**config.mk**
```make
export PLATFORM = sky130hd
export DESIGN_NAME = cfir_segment
export DESIGN_NICKNAME = d
export VERILOG_FILES = /design/src/rtl/cfir_pkg.sv /design/src/rtl/cfir_history.sv /design/src/rtl/cfir_lane_mac.sv /design/src/rtl/cfir_out_conv.sv /design/src/rtl/cfir_segment.sv
export SDC_FILE = /design/constraint.sdc
export NUM_CORES = 2
export LEC_CHECK = 0
export BUFFER_PORTS_ARGS = -buffer_cell sky130_fd_sc_hd__buf_2
export CAP_MARGIN = 20
export CORE_AREA = 2 2 375 377
export CTS_CLUSTER_DIAMETER = 50
export CTS_CLUSTER_SIZE = 24
export DETAILED_ROUTE_END_ITERATION = 7
export DIE_AREA = 0 0 377 379
export PLACE_DENSITY = 0.79
export SLEW_MARGIN = 20
export SYNTH_ARGS = -nofsm -noshare
export SYNTH_HDL_FRONTEND = slang
export SYNTH_SLANG_ARGS = --single-unit
```
**constraint.sdc**
```tcl
create_clock -name clk -period 15.9 [get_ports clk]
set_input_delay 3.18 -clock clk [delete_from_list [all_inputs] [get_ports clk]]
set_output_delay 3.18 -clock clk [all_outputs]
set_load 0.005 [all_outputs]
```
**src/rtl/cfir_pkg.sv**
```systemverilog
package cfir_pkg;

    localparam int QUARTERS = 4;

    typedef enum logic [2:0] {
        ST_SKIP,
        ST_FILL,
        ST_WAIT,
        ST_CALC,
        ST_SEND
    } seg_state_t;

endpackage

```
**src/rtl/cfir_history.sv**
```systemverilog
module cfir_history
    import cfir_pkg::*;
#(
    parameter int LANES  = 4,
    parameter int SAMP_W = 16,
    localparam int HIST_N = QUARTERS * LANES,
    localparam int HW     = $clog2(HIST_N),
    localparam int CW     = $clog2(LANES + 1),
    localparam int SW     = 2 * SAMP_W
)(
    input  logic                 clk,
    input  logic                 rst_n,
    input  logic [SW-1:0]        din,
    input  logic                 fill_we,
    input  logic [HW-1:0]        fill_idx,
    input  logic                 stage_push,
    input  logic                 commit,
    input  logic [1:0]           quarter,
    output logic [HIST_N*SW-1:0] hist_flat,
    output logic [CW-1:0]        stage_cnt
);

    localparam int LW = $clog2(LANES);

    logic [SW-1:0] hist_q  [HIST_N];
    logic [SW-1:0] stage_q [LANES];
    logic [CW-1:0] cnt_q;

    always_ff @(posedge clk or negedge rst_n) begin
        if (!rst_n) begin
            for (int i = 0; i < HIST_N; i++) hist_q[i] <= '0;
            for (int i = 0; i < LANES; i++) stage_q[i] <= '0;
            cnt_q <= '0;
        end else begin
            if (fill_we) hist_q[fill_idx] <= din;
            if (commit) begin
                for (int i = 0; i < LANES; i++)
                    hist_q[int'(quarter) * LANES + i] <= stage_q[i];
            end
            if (stage_push) stage_q[cnt_q[LW-1:0]] <= din;
            if (commit)          cnt_q <= '0;
            else if (stage_push) cnt_q <= cnt_q + 1'b1;
        end
    end

    assign stage_cnt = cnt_q;

    for (genvar i = 0; i < HIST_N; i++) begin : g_flat
        assign hist_flat[i*SW +: SW] = hist_q[i];
    end

    // the staging store is never written past its capacity
    a_r7_no_overrun: assert property (@(posedge clk) disable iff (!rst_n)
        stage_push |-> (cnt_q < CW'(LANES)));

    // a step only starts from a full set of staged samples
    a_r4_commit_full: assert property (@(posedge clk) disable iff (!rst_n)
        commit |-> (cnt_q == CW'(LANES)));

endmodule

```
**src/rtl/cfir_lane_mac.sv**
```systemverilog
module cfir_lane_mac
    import cfir_pkg::*;
#(
    parameter int TAPS   = 8,
    parameter int LANES  = 4,
    parameter int SAMP_W = 16,
    parameter int ACC_W  = 48,
    parameter logic [TAPS*2*SAMP_W-1:0] COEFS = '0,
    localparam int HIST_N = QUARTERS * LANES,
    localparam int HW     = $clog2(HIST_N),
    localparam int SW     = 2 * SAMP_W
)(
    input  logic [HIST_N*SW-1:0]     hist_flat,
    input  logic [HW-1:0]            base,
    output logic signed [ACC_W-1:0]  sum_re,
    output logic signed [ACC_W-1:0]  sum_im
);

    localparam int PW = 2 * SAMP_W + 1;

    logic signed [PW-1:0] p_re [TAPS];
    logic signed [PW-1:0] p_im [TAPS];

    for (genvar j = 0; j < TAPS; j++) begin : g_tap
        logic [HW-1:0]        idx;
        logic [SW-1:0]        smp;
        logic signed [PW-1:0] a_re, a_im, c_re, c_im;

        assign idx  = base + HW'(j);
        assign smp  = hist_flat[idx*SW +: SW];
        assign a_re = {{(PW-SAMP_W){smp[SW-1]}}, smp[SW-1:SAMP_W]};
        assign a_im = {{(PW-SAMP_W){smp[SAMP_W-1]}}, smp[SAMP_W-1:0]};
        assign c_re = {{(PW-SAMP_W){COEFS[j*SW+SW-1]}}, COEFS[j*SW+SAMP_W +: SAMP_W]};
        assign c_im = {{(PW-SAMP_W){COEFS[j*SW+SAMP_W-1]}}, COEFS[j*SW +: SAMP_W]};
        assign p_re[j] = a_re * c_re - a_im * c_im;
        assign p_im[j] = a_re * c_im + a_im * c_re;
    end

    always_comb begin
        sum_re = '0;
        sum_im = '0;
        for (int j = 0; j < TAPS; j++) begin
            sum_re = sum_re + {{(ACC_W-PW){p_re[j][PW-1]}}, p_re[j]};
            sum_im = sum_im + {{(ACC_W-PW){p_im[j][PW-1]}}, p_im[j]};
        end
    end

endmodule

```
**src/rtl/cfir_out_conv.sv**
```systemverilog
module cfir_out_conv #(
    parameter int LANES  = 4,
    parameter int SAMP_W = 16,
    parameter int ACC_W  = 48,
    parameter int SHIFT  = 15
)(
    input  logic                      clk,
    input  logic                      rst_n,
    input  logic [LANES*2*ACC_W-1:0]  acc_flat,
    output logic [LANES*2*SAMP_W-1:0] smp_flat
);

    localparam logic signed [ACC_W:0] HALF =
        (SHIFT > 0) ? ((ACC_W+1)'(1) << ((SHIFT > 0) ? SHIFT - 1 : 0)) : '0;
    localparam logic signed [ACC_W:0] MAXV = (ACC_W+1)'((2 ** (SAMP_W - 1)) - 1);
    localparam logic signed [ACC_W:0] MINV = -((ACC_W+1)'(2 ** (SAMP_W - 1)));

    function automatic logic [SAMP_W-1:0] squash(input logic signed [ACC_W-1:0] v);
        logic signed [ACC_W:0] t;
        t = {v[ACC_W-1], v} + HALF;
        t = t >>> SHIFT;
        if (t > MAXV)      return MAXV[SAMP_W-1:0];
        else if (t < MINV) return MINV[SAMP_W-1:0];
        else               return t[SAMP_W-1:0];
    endfunction

    for (genvar l = 0; l < LANES; l++) begin : g_lane
        logic signed [ACC_W-1:0] in_re, in_im;
        logic [SAMP_W-1:0]       o_re, o_im;

        assign in_re = acc_flat[l*2*ACC_W + ACC_W +: ACC_W];
        assign in_im = acc_flat[l*2*ACC_W +: ACC_W];
        assign o_re  = squash(in_re);
        assign o_im  = squash(in_im);
        assign smp_flat[l*2*SAMP_W + SAMP_W +: SAMP_W] = o_re;
        assign smp_flat[l*2*SAMP_W +: SAMP_W]          = o_im;

        // rounding and clamping never turn a non-negative sum negative
        a_r5_sign_kept_re: assert property (@(posedge clk) disable iff (!rst_n)
            !in_re[ACC_W-1] |-> !o_re[SAMP_W-1]);
        a_r5_sign_kept_im: assert property (@(posedge clk) disable iff (!rst_n)
            !in_im[ACC_W-1] |-> !o_im[SAMP_W-1]);
    end

endmodule

```
**src/rtl/cfir_segment.sv**
```systemverilog
module cfir_segment
    import cfir_pkg::*;
#(
    parameter int SEG_IDX = 0,
    parameter int NUM_SEG = 4,
    parameter int TAPS    = 8,
    parameter int LANES   = 4,
    parameter int SAMP_W  = 16,
    parameter int ACC_W   = 48,
    parameter int SHIFT   = 15,
    parameter logic [TAPS*2*SAMP_W-1:0] COEFS = {TAPS{SAMP_W'(1), SAMP_W'(0)}},
    localparam int OUT_W = (SEG_IDX == NUM_SEG - 1) ? LANES*2*SAMP_W : LANES*2*ACC_W
)(
    input  logic                     clk,
    input  logic                     rst_n,
    input  logic                     smp_valid,
    input  logic [2*SAMP_W-1:0]      smp_data,
    output logic                     smp_ready,
    input  logic                     casc_valid,
    input  logic [LANES*2*ACC_W-1:0] casc_data,
    output logic                     casc_ready,
    output logic                     out_valid,
    output logic [OUT_W-1:0]         out_data,
    input  logic                     out_ready
);

    localparam bit IS_FIRST = (SEG_IDX == 0);
    localparam bit IS_LAST  = (SEG_IDX == NUM_SEG - 1);
    localparam int HIST_N   = QUARTERS * LANES;
    localparam int HW       = $clog2(HIST_N);
    localparam int CW       = $clog2(LANES + 1);
    localparam int LW       = $clog2(LANES);
    localparam int SKIP_N   = TAPS * SEG_IDX;
    localparam int CNT_W    = $clog2(TAPS * (SEG_IDX + 1) + 1);
    localparam int SW       = 2 * SAMP_W;
    localparam seg_state_t INIT_ST = (SKIP_N == 0) ? ST_FILL : ST_SKIP;

    seg_state_t       state_q, state_d;
    logic [CNT_W-1:0] cnt_q, cnt_d;
    logic [LW-1:0]    lane_q, lane_d;
    logic [1:0]       step_q, step_d;

    logic                  smp_fire, fill_we, stage_push, step_go;
    logic [CW-1:0]         stage_cnt;
    logic [HIST_N*SW-1:0]  hist_flat;
    logic [HW-1:0]         mac_base;
    logic signed [ACC_W-1:0] mac_re, mac_im;
    logic signed [ACC_W-1:0] acc_re [LANES];
    logic signed [ACC_W-1:0] acc_im [LANES];
    logic [LANES*2*ACC_W-1:0] acc_flat;

    assign smp_fire = smp_valid && smp_ready;

    // state register
    always_ff @(posedge clk or negedge rst_n) begin
        if (!rst_n) begin
            state_q <= INIT_ST;
            cnt_q   <= '0;
            lane_q  <= '0;
            step_q  <= '0;
        end else begin
            state_q <= state_d;
            cnt_q   <= cnt_d;
            lane_q  <= lane_d;
            step_q  <= step_d;
        end
    end

    // next state
    always_comb begin
        state_d = state_q;
        cnt_d   = cnt_q;
        lane_d  = lane_q;
        step_d  = step_q;
        unique case (state_q)
            ST_SKIP: if (smp_fire) begin
                if (cnt_q == CNT_W'(SKIP_N - 1)) begin
                    cnt_d   = '0;
                    state_d = ST_FILL;
                end else begin
                    cnt_d = cnt_q + 1'b1;
                end
            end
            ST_FILL: if (smp_fire) begin
                if (cnt_q == CNT_W'(TAPS - 1)) begin
                    cnt_d   = '0;
                    state_d = ST_WAIT;
                end else begin
                    cnt_d = cnt_q + 1'b1;
                end
            end
            ST_WAIT: if (step_go) begin
                lane_d  = '0;
                state_d = ST_CALC;
            end
            ST_CALC: begin
                if (lane_q == LW'(LANES - 1)) state_d = ST_SEND;
                else                          lane_d  = lane_q + 1'b1;
            end
            ST_SEND: if (out_ready) begin
                step_d  = step_q + 1'b1;
                state_d = ST_WAIT;
            end
            default: state_d = INIT_ST;
        endcase
    end

    // outputs and strobes
    always_comb begin
        smp_ready  = 1'b0;
        casc_ready = 1'b0;
        out_valid  = 1'b0;
        fill_we    = 1'b0;
        stage_push = 1'b0;
        step_go    = 1'b0;
        unique case (state_q)
            ST_SKIP: smp_ready = 1'b1;
            ST_FILL: begin
                smp_ready = 1'b1;
                fill_we   = smp_valid;
            end
            ST_WAIT: begin
                smp_ready  = (stage_cnt != CW'(LANES));
                stage_push = smp_fire;
                step_go    = (stage_cnt == CW'(LANES)) && (IS_FIRST || casc_valid);
                casc_ready = !IS_FIRST && (stage_cnt == CW'(LANES));
            end
            ST_CALC: begin
                smp_ready  = (stage_cnt != CW'(LANES));
                stage_push = smp_fire;
            end
            ST_SEND: begin
                smp_ready  = (stage_cnt != CW'(LANES));
                stage_push = smp_fire;
                out_valid  = 1'b1;
            end
            default: ;
        endcase
    end

    cfir_history #(
        .LANES  (LANES),
        .SAMP_W (SAMP_W)
    ) u_hist (
        .clk        (clk),
        .rst_n      (rst_n),
        .din        (smp_data),
        .fill_we    (fill_we),
        .fill_idx   (HW'(cnt_q)),
        .stage_push (stage_push),
        .commit     (step_go),
        .quarter    (step_q + 2'd2),
        .hist_flat  (hist_flat),
        .stage_cnt  (stage_cnt)
    );

    assign mac_base = HW'(int'(step_q) * LANES + int'(lane_q));

    cfir_lane_mac #(
        .TAPS   (TAPS),
        .LANES  (LANES),
        .SAMP_W (SAMP_W),
        .ACC_W  (ACC_W),
        .COEFS  (COEFS)
    ) u_mac (
        .hist_flat (hist_flat),
        .base      (mac_base),
        .sum_re    (mac_re),
        .sum_im    (mac_im)
    );

    // accumulators: seeded at step start, one lane updated per ST_CALC cycle
    always_ff @(posedge clk or negedge rst_n) begin
        if (!rst_n) begin
            for (int l = 0; l < LANES; l++) begin
                acc_re[l] <= '0;
                acc_im[l] <= '0;
            end
        end else if (step_go) begin
            for (int l = 0; l < LANES; l++) begin
                if (IS_FIRST) begin
                    acc_re[l] <= '0;
                    acc_im[l] <= '0;
                end else begin
                    acc_re[l] <= casc_data[l*2*ACC_W + ACC_W +: ACC_W];
                    acc_im[l] <= casc_data[l*2*ACC_W +: ACC_W];
                end
            end
        end else if (state_q == ST_CALC) begin
            acc_re[lane_q] <= acc_re[lane_q] + mac_re;
            acc_im[lane_q] <= acc_im[lane_q] + mac_im;
        end
    end

    for (genvar l = 0; l < LANES; l++) begin : g_pack
        assign acc_flat[l*2*ACC_W + ACC_W +: ACC_W] = acc_re[l];
        assign acc_flat[l*2*ACC_W +: ACC_W]         = acc_im[l];
    end

    if (IS_LAST) begin : g_last
        cfir_out_conv #(
            .LANES  (LANES),
            .SAMP_W (SAMP_W),
            .ACC_W  (ACC_W),
            .SHIFT  (SHIFT)
        ) u_conv (
            .clk      (clk),
            .rst_n    (rst_n),
            .acc_flat (acc_flat),
            .smp_flat (out_data)
        );
    end else begin : g_fwd
        assign out_data = acc_flat;
    end

    // an offered result is held until taken
    a_r8_hold_result: assert property (@(posedge clk) disable iff (!rst_n)
        out_valid && !out_ready |=> out_valid && $stable(out_data));

    // priming writes stay inside the first half of the history
    a_r1_fill_range: assert property (@(posedge clk) disable iff (!rst_n)
        fill_we |-> (cnt_q < CNT_W'(TAPS)));

    // no cascade vector is taken while a result is still pending
    a_r4_casc_gap: assert property (@(posedge clk) disable iff (!rst_n)
        casc_valid && casc_ready |-> !out_valid);

endmodule

```
==> metrics <==
status finished, final reports clean; R2R cell count 34; Hold Path Sink out_data[232]; YS warnings 0; Non-Filler Instances 8779; final hold vios 0; Num CTS Buffers 104; Final nets 7884; Most common cell on crit path o21ai_0; Post-synth top flop dfrtp_1; R2R Path End out_data[191]; die width around 380 um; Cells after Synth a little under 7000; ys async rst share 100%; global-route usage over all layers 36.3%; Post-synth top cells 1037 x dfrtp_1, 864 x mux4_2, 621 x a21oi_1, 586 x nor2_1, 553 x inv_1; largest area contributor in the netlist dfrtp_1; hold_buf cts 0; CTS resizes 0; Crit path required time 16.56 ns; layout cells sized above 1 about 26%; most common cell in the netlist dfrtp_1; delay of the slowest critical-path stage 0.95 ns; post-synthesis sequential area ratio 32.0%; CP max stage cell clkinv_1; Post-synth EDFFs 0; critical path data arrival time 13.99 ns; number of routed nets with antenna violations 0; DR pass1 iterations 6; f_max 0.0750 GHz; CP Launch Type register; unrepaired setup endpoints after global routing no; initial core utilization 58.6%; clk_skew 0.0514 ns; hold crit path type register to register; Cells after DPL 8572; DR vias roughly 63000; DIE AREA 143000 sq um; routability congestion estimate 0.946; largest net degree at the start of global routing 209; Worst Path Class, Setup register to register; Max Slew Vio Count 0; Max Cap Viol 0; top post-synthesis cells by area dfrtp_1 32%, mux4_2 24%, fa_1 8.0%, mux2i_1 6.3%, ha_1 4.1%; Netlist cell types 82; CTS tree yes; Post-DP HPWL 171 mm; final setup vio count 0; Hold Path Origin out_data[232]; global-route wire length before repair 390 mm; port buffer count 421; Mapped Area 81300 sq um; DRT iter0 DRCs 8258; initial antenna violation count 22; Sum Neg Setup Slack 0 ns; Critical path buffers and inverters 5; vias in the first global route roughly 62000; top-area cell type share of the netlist area 31.9%; Avg WL per Cell 29.5 um; Area Growth Syn to Fin 8.71%; Crit Path Max Fanout 47; crit path time final about 13 ns; syn nets 7828; Die Y-Extent 379 um; worst hold stages 2; clock sink count 1038; Clock Latency Late Sink 0.77 ns; Setup Buffers After CTS 0; Tightest Pin Transition 1.15 ns; Final period util about 84%; kind of end point of the critical path register; largest delay contributor family on the critical path compound AO/OA/AOI/OAI gates; Critical R2R Launch lane_q[0]; Core Area 139000 sq um; Clk Tree Root Cell clkbuf_16; clock slew at reported path FFs 0.08 ns; total global routing overflow 0; # rows 137; DRC 0; Mean Syn Cell Area 11.9 sq um; slew margin rel. 23.2%; register bit total from synthesis 1038; Via density 7.13; CTS H-tree depth 3; maximum root-to-sink buffer count 3; Ports 808; R2R setup slack 2.57 ns; overall routed net length 259 mm
==> metrics by stage <==
step / utilization [%] / area [sq um] / hold slack [ns] / setup slack, ns
CTS: 63.6 / 88300 / 0.506 / 2.97
detailed placement: 60.9 / 84500 / 0.490 / 3.03
floorplan: - / 81300 / 0.489 / 3.48
global placement: 60.9 / 84500 / 0.480 / 3.17
finish: 63.6 / 88400 / 0.506 / 2.57
global route: 63.6 / 88400 / 0.534 / 1.92
==> metal layers <==
metal,up-vias,global-route usage [%],part of all wire [%]
li1,25370,-,-
met1,31564,45.7,34
met2,4538,54.1,44
met3,1095,13.2,15
met4,18,21.6,7.2
met5,-,0,0.045
==> worst max-delay path by stage <==
stage | start | to | slack [ns] | cells after the start
detailed placement | lane_q[0] | out_data[330] | 3.03 | 36
CTS | lane_q[0] | out_data[330] | 2.97 | 36
global placement | lane_q[0] | out_data[330] | 3.17 | 36
finish | lane_q[0] | out_data[191] | 2.57 | 34
floorplan | lane_q[1] | out_data[335] | 3.48 | 47
global route | lane_q[0] | out_data[191] | 1.92 | 34
==> kinds of logic (layout without fill, tap and decap cells) <==
logic type	count (synthesis)	in the layout	synth area share (%)
AOI/OAI and AO/OA	1377	1377	11.1
xor gates and xnor gates	250	250	2.70
adders and majority gates	591	591	12.1
buffers and inverters	1129	1275	5.39
DFF	1038	1038	32.0
muxes	1508	1508	32.1
other	1	11	0.00461
and+or+nand+nor	922	922	4.72
==> worst min-delay path: stages (launching register included) <==
cell,delay (ns)
dfrtp_1,0.37
nand2_1,0.05
o21ai_0,0.06
==> registers in the layout (all words and copies together), names as in the netlist <==
signal / count
state_q: 3
u_hist.stage_cnt: 3
lane_q: 2
u_hist.hist_flat: 512
cnt_q: 4
out_data: 384
step_q: 2
u_hist.stage_q: 128
==> layout make-up <==
cell class / count / area, sq um
clock inverters: 80 / 1040
diodes: 10 / 25.0
well taps: 1807 / 2260
multi-input cells: 4649 / 51300
repair buffers: 525 / 3000
fillers: 10325 / 50500
flip-flops and latches: 1038 / 26000
clock buffers: 116 / 2730
inverters: 554 / 2080
==> layout by cell type (no fill, tap or decap), types with 14 or more instances in the layout <==
cell type | netlist | layout
dfrtp_1 | 1037 | 1033
mux4_2 | 864 | 864
a21oi_1 | 621 | 621
nor2_1 | 586 | 582
inv_1 | 553 | 547
mux2i_1 | 514 | 514
buf_2 | 66 | 420
fa_1 | 326 | 322
a22o_1 | 321 | 321
ha_1 | 265 | 262
xnor2_1 | 205 | 197
a21o_1 | 170 | 170
nand2_1 | 163 | 143
mux2_2 | 130 | 130
o21ai_0 | 123 | 123
clkbuf_16 | 0 | 106
buf_4 | 4 | 95
xor2_1 | 44 | 41
nand3_1 | 43 | 39
nor2b_1 | 24 | 24
nand4_1 | 23 | 23
a211oi_1 | 19 | 19
inv_6 | 0 | 19
and2_1 | 17 | 17
o21a_1 | 16 | 16
nor3_1 | 16 | 16
clkinv_8 | 0 | 16
o21bai_1 | 14 | 14
o31ai_1 | 14 | 14
Power is not shown: default switching activity piles up to over one toggle a cycle in this logic, so the estimate is an artifact.
